## src/rtl/egx_pkg.sv

```systemverilog
package egx_pkg;

   localparam int DATA_W  = 8;
   localparam int PADDR_W = 6;
   localparam int MASK_W  = 8;

   typedef enum logic [2:0] {
      ST_IDLE = 3'd0,
      ST_PRE  = 3'd1,
      ST_ADDR = 3'd2,
      ST_DATA = 3'd3,
      ST_POST = 3'd4
   } tx_state_t;

   typedef struct packed {
      logic [PADDR_W-1:0] poll_len;
      logic               start_pad;
      logic               end_pad;
      logic               credit_mode;
      logic               multi_burst;
      logic [7:0]         test_port;
      logic               err_addr;
      logic               err_data;
      logic [MASK_W-1:0]  port_en;
      logic [MASK_W-1:0]  port_rev;
   } egx_cfg_t;

endpackage

```

## src/rtl/egx_cfg.sv

```systemverilog
module egx_cfg
   import egx_pkg::*;
(
   input  logic        clk,
   input  logic        rst_n,
   input  logic        we,
   input  logic [1:0]  addr,
   input  logic [15:0] wdata,
   input  logic        clr_err_addr,
   input  logic        clr_err_data,
   output egx_cfg_t    cfg
);

   localparam logic [PADDR_W-1:0] LEN_RST = PADDR_W'(15);

   always_ff @(posedge clk or negedge rst_n) begin
      if (!rst_n) begin
         cfg             <= '0;
         cfg.poll_len    <= LEN_RST;
      end else begin
         if (clr_err_addr)
            cfg.err_addr <= 1'b0;
         if (clr_err_data)
            cfg.err_data <= 1'b0;
         if (we) begin
            case (addr)
               2'd0: begin
                  cfg.poll_len  <= wdata[PADDR_W-1:0];
                  cfg.start_pad <= wdata[6];
                  cfg.end_pad   <= wdata[7];
               end
               2'd1: begin
                  cfg.credit_mode <= wdata[0];
                  cfg.multi_burst <= wdata[1];
               end
               2'd2: begin
                  cfg.test_port <= wdata[7:0];
                  cfg.err_addr  <= wdata[8];
                  cfg.err_data  <= wdata[9];
               end
               default: begin
                  cfg.port_en  <= wdata[7:0];
                  cfg.port_rev <= wdata[15:8];
               end
            endcase
         end
      end
   end

endmodule

```

## src/rtl/egx_poll.sv

```systemverilog
module egx_poll
   import egx_pkg::*;
#(
   parameter int NPORT  = 4,
   parameter int PORT_W = 2
) (
   input  logic               clk,
   input  logic               rst_n,
   input  logic [PADDR_W-1:0] poll_len,
   input  logic               poll_stat,
   input  logic               grant_vld,
   input  logic [PORT_W-1:0]  grant_port,
   output logic [PADDR_W-1:0] poll_addr,
   output logic [NPORT-1:0]   ready,
   output logic [NPORT-1:0]   credit,
   output logic [NPORT-1:0]   used
);

   logic [PADDR_W-1:0] idx_q;
   logic [PADDR_W-1:0] prv_q;
   logic               prv_vld_q;
   logic               wrap;

   assign wrap      = ({1'b0, idx_q} + (PADDR_W+1)'(1)) >= {1'b0, poll_len};
   assign poll_addr = idx_q;

   always_ff @(posedge clk or negedge rst_n) begin
      if (!rst_n) begin
         idx_q     <= '0;
         prv_q     <= '0;
         prv_vld_q <= 1'b0;
      end else begin
         idx_q     <= wrap ? '0 : idx_q + PADDR_W'(1);
         prv_q     <= idx_q;
         prv_vld_q <= 1'b1;
      end
   end

   for (genvar p = 0; p < NPORT; p++) begin : g_port
      logic hit;
      logic taken;
      assign hit   = prv_vld_q && (prv_q == PADDR_W'(p));
      assign taken = grant_vld && (grant_port == PORT_W'(p));

      always_ff @(posedge clk or negedge rst_n) begin
         if (!rst_n) begin
            ready[p]  <= 1'b0;
            credit[p] <= 1'b0;
            used[p]   <= 1'b0;
         end else begin
            if (hit)
               ready[p] <= poll_stat;
            if (taken)
               credit[p] <= 1'b0;
            else if (hit && poll_stat)
               credit[p] <= 1'b1;
            if (taken)
               used[p] <= 1'b1;
            else if (wrap)
               used[p] <= 1'b0;
         end
      end
   end

endmodule

```

## src/rtl/egx_arb.sv

```systemverilog
module egx_arb #(
   parameter int NPORT  = 4,
   parameter int PORT_W = 2
) (
   input  logic [NPORT-1:0]  elig,
   input  logic [PORT_W-1:0] last,
   output logic              any,
   output logic [PORT_W-1:0] pick
);

   always_comb begin
      any  = 1'b0;
      pick = '0;
      for (int k = 1; k <= NPORT; k++) begin
         int j;
         j = int'(last) + k;
         if (j >= NPORT)
            j = j - NPORT;
         if (!any && elig[j]) begin
            any  = 1'b1;
            pick = PORT_W'(j);
         end
      end
   end

endmodule

```

## src/rtl/egx_tx.sv

```systemverilog
module egx_tx
   import egx_pkg::*;
#(
   parameter int NPORT      = 4,
   parameter int PORT_W     = 2,
   parameter int FRAG_BYTES = 64,
   parameter int IDX_W      = 6
) (
   input  logic               clk,
   input  logic               rst_n,
   input  egx_cfg_t           cfg,
   input  logic               any,
   input  logic [PORT_W-1:0]  pick,
   input  logic [NPORT-1:0]   buf_eop,
   input  logic [DATA_W-1:0]  buf_data,
   output logic               grant_vld,
   output logic [PORT_W-1:0]  grant_port,
   output logic [PORT_W-1:0]  last_port,
   output logic               rd_en,
   output logic [PORT_W-1:0]  rd_port,
   output logic [IDX_W-1:0]   rd_idx,
   output logic [DATA_W-1:0]  tx_data,
   output logic               tx_stx,
   output logic               tx_dv,
   output logic               tx_eop,
   output logic               tx_par,
   output logic               clr_err_addr,
   output logic               clr_err_data
);

   localparam logic [IDX_W-1:0] LAST_IDX = IDX_W'(FRAG_BYTES - 1);

   tx_state_t          state_q;
   logic               pad_q;
   logic [IDX_W-1:0]   idx_q;
   logic [PORT_W-1:0]  cur_q;
   logic [PORT_W-1:0]  last_q;
   logic               eop_q;
   logic [DATA_W-1:0]  rev_byte;
   logic [DATA_W-1:0]  data_byte;
   logic               tgt_hit;
   logic               flip;

   assign grant_vld  = (state_q == ST_IDLE) && any;
   assign grant_port = pick;
   assign last_port  = last_q;

   always_ff @(posedge clk or negedge rst_n) begin
      if (!rst_n) begin
         state_q <= ST_IDLE;
         pad_q   <= 1'b0;
         idx_q   <= '0;
         cur_q   <= '0;
         last_q  <= PORT_W'(NPORT - 1);
         eop_q   <= 1'b0;
      end else begin
         case (state_q)
            ST_IDLE: if (any) begin
               state_q <= cfg.start_pad ? ST_PRE : ST_ADDR;
               cur_q   <= pick;
               last_q  <= pick;
               eop_q   <= buf_eop[pick];
               pad_q   <= 1'b0;
            end
            ST_PRE: begin
               if (pad_q) begin
                  state_q <= ST_ADDR;
                  pad_q   <= 1'b0;
               end else
                  pad_q <= 1'b1;
            end
            ST_ADDR: begin
               state_q <= ST_DATA;
               idx_q   <= '0;
            end
            ST_DATA: begin
               if (idx_q == LAST_IDX) begin
                  state_q <= (eop_q && cfg.end_pad) ? ST_POST : ST_IDLE;
                  pad_q   <= 1'b0;
               end else
                  idx_q <= idx_q + IDX_W'(1);
            end
            ST_POST: begin
               if (pad_q) begin
                  state_q <= ST_IDLE;
                  pad_q   <= 1'b0;
               end else
                  pad_q <= 1'b1;
            end
            default: state_q <= ST_IDLE;
         endcase
      end
   end

   for (genvar b = 0; b < DATA_W; b++) begin : g_rev
      assign rev_byte[b] = buf_data[DATA_W-1-b];
   end

   assign data_byte = cfg.port_rev[cur_q] ? rev_byte : buf_data;
   assign tgt_hit   = (cfg.test_port == 8'(cur_q));

   assign rd_en   = (state_q == ST_DATA);
   assign rd_port = cur_q;
   assign rd_idx  = idx_q;

   assign tx_stx  = (state_q == ST_ADDR);
   assign tx_dv   = (state_q == ST_DATA);
   assign tx_eop  = tx_dv && eop_q && (idx_q == LAST_IDX);
   assign tx_data = tx_stx ? DATA_W'(cur_q) : (tx_dv ? data_byte : '0);

   assign clr_err_addr = tx_stx && cfg.err_addr && tgt_hit;
   assign clr_err_data = tx_dv  && cfg.err_data && tgt_hit;
   assign flip         = clr_err_addr || clr_err_data;
   assign tx_par       = (tx_stx || tx_dv) ? (~^tx_data) ^ flip : 1'b0;

endmodule

```

## src/rtl/port_egress_tx.sv

```systemverilog
module port_egress_tx
   import egx_pkg::*;
#(
   parameter int NPORT      = 4,
   parameter int FRAG_BYTES = 64,
   localparam int PORT_W    = (NPORT > 1) ? $clog2(NPORT) : 1,
   localparam int IDX_W     = (FRAG_BYTES > 1) ? $clog2(FRAG_BYTES) : 1
) (
   input  logic               clk,
   input  logic               rst_n,
   input  logic               cfg_we,
   input  logic [1:0]         cfg_addr,
   input  logic [15:0]        cfg_wdata,
   output logic [5:0]         poll_addr,
   input  logic               poll_stat,
   input  logic [NPORT-1:0]   buf_avail,
   input  logic [NPORT-1:0]   buf_eop,
   output logic               rd_en,
   output logic [PORT_W-1:0]  rd_port,
   output logic [IDX_W-1:0]   rd_idx,
   input  logic [7:0]         buf_data,
   output logic [7:0]         tx_data,
   output logic               tx_stx,
   output logic               tx_dv,
   output logic               tx_eop,
   output logic               tx_par
);

   if (NPORT < 2 || NPORT > MASK_W) begin : g_bad_nport
      $error("port_egress_tx: NPORT must be in 2..8");
   end
   if (FRAG_BYTES < 2) begin : g_bad_frag
      $error("port_egress_tx: FRAG_BYTES must be at least 2");
   end

   egx_cfg_t           cfg_q;
   logic               clr_a;
   logic               clr_d;
   logic               grant_vld;
   logic [PORT_W-1:0]  grant_port;
   logic [PORT_W-1:0]  last_port;
   logic [NPORT-1:0]   ready;
   logic [NPORT-1:0]   credit;
   logic [NPORT-1:0]   used;
   logic [NPORT-1:0]   flow_ok;
   logic [NPORT-1:0]   burst_ok;
   logic [NPORT-1:0]   elig;
   logic               any;
   logic [PORT_W-1:0]  pick;

   egx_cfg u_cfg (
      .clk          (clk),
      .rst_n        (rst_n),
      .we           (cfg_we),
      .addr         (cfg_addr),
      .wdata        (cfg_wdata),
      .clr_err_addr (clr_a),
      .clr_err_data (clr_d),
      .cfg          (cfg_q)
   );

   egx_poll #(.NPORT(NPORT), .PORT_W(PORT_W)) u_poll (
      .clk        (clk),
      .rst_n      (rst_n),
      .poll_len   (cfg_q.poll_len),
      .poll_stat  (poll_stat),
      .grant_vld  (grant_vld),
      .grant_port (grant_port),
      .poll_addr  (poll_addr),
      .ready      (ready),
      .credit     (credit),
      .used       (used)
   );

   assign flow_ok  = cfg_q.credit_mode ? credit : ready;
   assign burst_ok = cfg_q.multi_burst ? {NPORT{1'b1}} : ~used;
   assign elig     = cfg_q.port_en[NPORT-1:0] & buf_avail & flow_ok & burst_ok;

   egx_arb #(.NPORT(NPORT), .PORT_W(PORT_W)) u_arb (
      .elig (elig),
      .last (last_port),
      .any  (any),
      .pick (pick)
   );

   egx_tx #(
      .NPORT(NPORT), .PORT_W(PORT_W), .FRAG_BYTES(FRAG_BYTES), .IDX_W(IDX_W)
   ) u_tx (
      .clk          (clk),
      .rst_n        (rst_n),
      .cfg          (cfg_q),
      .any          (any),
      .pick         (pick),
      .buf_eop      (buf_eop),
      .buf_data     (buf_data),
      .grant_vld    (grant_vld),
      .grant_port   (grant_port),
      .last_port    (last_port),
      .rd_en        (rd_en),
      .rd_port      (rd_port),
      .rd_idx       (rd_idx),
      .tx_data      (tx_data),
      .tx_stx       (tx_stx),
      .tx_dv        (tx_dv),
      .tx_eop       (tx_eop),
      .tx_par       (tx_par),
      .clr_err_addr (clr_a),
      .clr_err_data (clr_d)
   );

endmodule

```

## config.mk

```make
export PLATFORM = sky130hd
export DESIGN_NAME = port_egress_tx
export DESIGN_NICKNAME = d
export VERILOG_FILES = /design/src/rtl/egx_pkg.sv /design/src/rtl/egx_cfg.sv /design/src/rtl/egx_poll.sv /design/src/rtl/egx_arb.sv /design/src/rtl/egx_tx.sv /design/src/rtl/port_egress_tx.sv
export SDC_FILE = /design/constraint.sdc
export NUM_CORES = 1
export LEC_CHECK = 0
export ABC_AREA = 1
export BUFFER_PORTS_ARGS = -buffer_cell sky130_fd_sc_hd__buf_2
export CAP_MARGIN = 20
export CORE_MARGIN = 10
export CORE_UTILIZATION = 33
export CTS_CLUSTER_DIAMETER = 60
export DETAILED_ROUTE_END_ITERATION = 10
export PLACE_DENSITY = 0.59
export SLEW_MARGIN = 15
export SYNTH_ARGS = -nofsm -noshare
export SYNTH_HDL_FRONTEND = slang
export SYNTH_SLANG_ARGS = --single-unit
```

## constraint.sdc

```tcl
create_clock -name clk -period 3.5 [get_ports clk]
set_input_delay 0.7 -clock clk [delete_from_list [all_inputs] [get_ports clk]]
set_output_delay 0.7 -clock clk [all_outputs]
set_load 0.03 [all_outputs]
```

==> metrics <==
Setup TNS 0 ps; HP Class register to register; Mapped Avg Cell Area roughly 7.9 µm²; Critical Path AT ~2400 ps; CP max-delay cell dfrtp_1; critical path required time ~2800 ps; GRT overflow 0; Synth Area in Compound Gates 0.1049; Least-Margin Pin Slew about 960 ps; first-pass GRT wire length between 15 and 20 mm; final setup fails 0; Syn Nets 520; P_sw between 1.5 and 2 mW; Fin Hold WS ~450 ps; Storage cell area about 1700 µm²; IO buf count 60; Layout Nets approximately 600; final hold violation count 0; TritonCTS clock tree built; max frequency 0.3269 GHz; io pins 65; Max VDD drop 0.0003101 V; switching share of power 0.4298; distinct cell type count after synthesis 42; Yosys reg bits 68; Area Growth Syn to Fin 21.72%; total power between 4 and 5 mW; FFs w/ async S/R, synth 1.000; CTS sink cnt 68; crit-path max FO 12; most common cell after layout, fill and taps aside nand2_1; Max clock buf depth 2; Setup Buffers After CTS 0; status finished clean; Iter 0 DRT Violations 210; Leak ~2.5 nW; EDFF count, synth 0; CP startpoint kind register; vias per cell between 4 and 5; All-Layer GR Usage 0.1150; die extent in x between 100 and 150 µm; WL/cell around 13 µm; Post-Synth Adder-Cell Area 0.02681; Post-Synth XOR/XNOR Area 0.01843; Clock Pin Slew Worst Setup and Hold Paths about 60 ps; Synthesis Warnings 0; Site Rows 38; Num CTS Buffers 9; CP peak stage delay about 430 ps; final worst path period share 0.8740; Pwr Density between 900 and 1000 nW/µm²; max_slew headroom 0.3602; total number of vias 3,196; core area ~11,000 µm²; fin util 0.4156; dominant synthesized flop cell dfrtp_1; RSZ-0062 raised after global routing false; crit path kind register to primary output; non-filler instance count after layout just under 700; wirelength, routed ~8.7 mm; vias in the first global route approximately 3,200; post-synthesis mux area share 0.01206; Simple-Gate Fraction of Synth Area 0.2932; Comb pwr share 0.453; share of layout cells above drive strength 1 0.2381; Clock power frac 0.253; root buf cell clkbuf_16; hold buffers post-CTS 0; CTS H-Tree Depth 3; fin crit period roughly 3100 ps; Power Internal 2.349 mW; met2 Use GR 0.1896; Sequential Power Share 0.295; routability cong. 0.8390; Resize count post-CTS 0; most frequent CP cell nand2_1; DRC errors left 0; Setup Skew 6.018 ps; pin count of the biggest net entering global routing 44; Final Max Tran Viols 0; met3 Usage GRT 0.02749; fillers approximately 1,100; multi-input logic area between 1500 and 2000 µm²; Max Cap Violations 0; TritonRoute pass-1 iters 5; DIE HEIGHT ~130 µm; GR Util met1 0.1420; largest family of logic cells by synthesized area simple AND/OR/NAND/NOR gates; worst skew pair latency about 330 ps; ANT cells 0; Syn Inst Count around 470; effective utilization at floorplan 0.3414; Die Area between 15,000 and 20,000 µm²; placed cells between 600 and 700; antenna violations before repair 0; final antenna-violating net count 0; Syn Std Cell Area about 3700 µm²; crit path cell chain nor2_2 -> nand2_1 -> inv_2 -> nand3_1 -> xor2_1 -> nand2_1 -> nand3b_1 -> nand2_1 -> nand2_1 -> nand2_1 -> nor2_1 -> buf_2; grt peak-use layer met2; hpwl dp 7.022 mm; most frequent cells in the layout nand2_1 (117), inv_1 (64), dfrtp_1 (62); Seq/Total Area, Yosys 0.4578; Worst Setup End Kind primary output
==> cells in the mapped netlist, types with 3 or more instances <==
library cell  number  area [µm²]
dfrtp_1           62        1551
nor2_2             5       31.28
a21oi_1           18       90.09
nand2_4            4       45.04
o21ai_0           35       175.2
nand4_1            6       37.54
inv_1             64       240.2
nor2_1            35       131.4
inv_2             10       37.54
mux2_2             4       45.04
dfstp_2            6       157.7
o21ai_1            5       25.02
nand3_1           38       190.2
ha_1               8       100.1
nand2_2            7       43.79
nor2_4             3       33.78
nand2_1          117       439.2
clkbuf_1           4       15.01
nor3_1             9       45.04
xor2_1             5       43.79
==> worst paths after layout <==
check / startpoint / slack, ps / cells past startpoint / to
worst min-delay path: u_poll.poll_addr[5]$_DFF_PN0_ / 450 / 0 / u_poll.prv_q[5]$_DFF_PN0_
max in group asynchronous: rst_n / 2160 / 2 / u_cfg.cfg[32]$_DFFE_PN1P_
worst max register to register: u_poll.poll_addr[0]$_DFF_PN0_ / 850 / 13 / u_poll.poll_addr[2]$_DFF_PN0_
worst min register to register: u_poll.poll_addr[5]$_DFF_PN0_ / 450 / 0 / u_poll.prv_q[5]$_DFF_PN0_
worst max-delay path: u_tx.state_q[2]$_DFFE_PN0P_ / 440 / 12 / tx_par
min in group asynchronous: rst_n / 530 / 1 / u_tx.state_q[0]$_DFFE_PN0P_
==> cell families (layout without fill, tap and decap cells) <==
family | after synthesis | in the layout
muxes | 4 | 4
AOI/OAI and AO/OA | 69 | 69
DFF | 68 | 68
and+or+nand+nor | 235 | 235
adders and majority gates | 8 | 8
buffers and inverters | 82 | 154
xor gates and xnor gates | 7 | 7
other | 1 | 1
==> cell type report <==
| type | count | share of cell area |
|---|---|---|
| Clock inverter | 6 | 0.02450 |
| Multi-Input combinational cell | 324 | 0.3750 |
| Timing Repair Buffer | 62 | 0.06938 |
| Tap cell | 140 | 0.03855 |
| Inverter | 76 | 0.06388 |
| Sequential cell | 68 | 0.3761 |
| Clock buffer | 10 | 0.05259 |
==> registers in the layout, indices dropped and copies added, names as in the netlist <==
signal,cells
u_tx.last_port,2
u_poll.credit,4
u_poll.ready,4
u_poll.poll_addr,6
u_poll.used,4
u_tx.rd_port,2
u_tx.state_q,3
u_cfg.cfg,28
u_poll.prv_vld_q,1
u_poll.prv_q,6
u_tx.rd_idx,6
u_tx.eop_q,1
u_tx.pad_q,1
==> layer usage <==
layer	up-vias	wire, µm
met5	-	0
met4	0	144
met3	9	293
met2	48	4281
met1	1484	4021
li1	1655	-
==> critical path, delay by kind of cell, from the launching register on <==
kind	cells	cell delay, ps
flip-flops	1	430
AND/OR/NAND/NOR	9	910
buffers and inverters	2	440
XOR/XNOR	1	250
==> through the flow <==
step / setup slack, ps / instance area, µm²
2_1_floorplan: 186.7 / 3734
3_3_place_gp: 770.5 / 4194
3_5_place_dp: 768.4 / 4194
4_1_cts: 402.7 / 4544
5_1_grt: 109.4 / 4544
6_report: 441.1 / 4544
==> power by group through the flow <==
stage	Clock (mW)	Sequential [mW]	Combinational (mW)
after detailed placement	0	1.23	1.89
final	1.04	1.21	1.87
after floorplan	0	1.27	1.37
after CTS	1.06	1.21	1.89
after global placement	0	1.22	1.85
after global routing	1.10	1.25	2.12
Power figures use the tool's default switching activity.
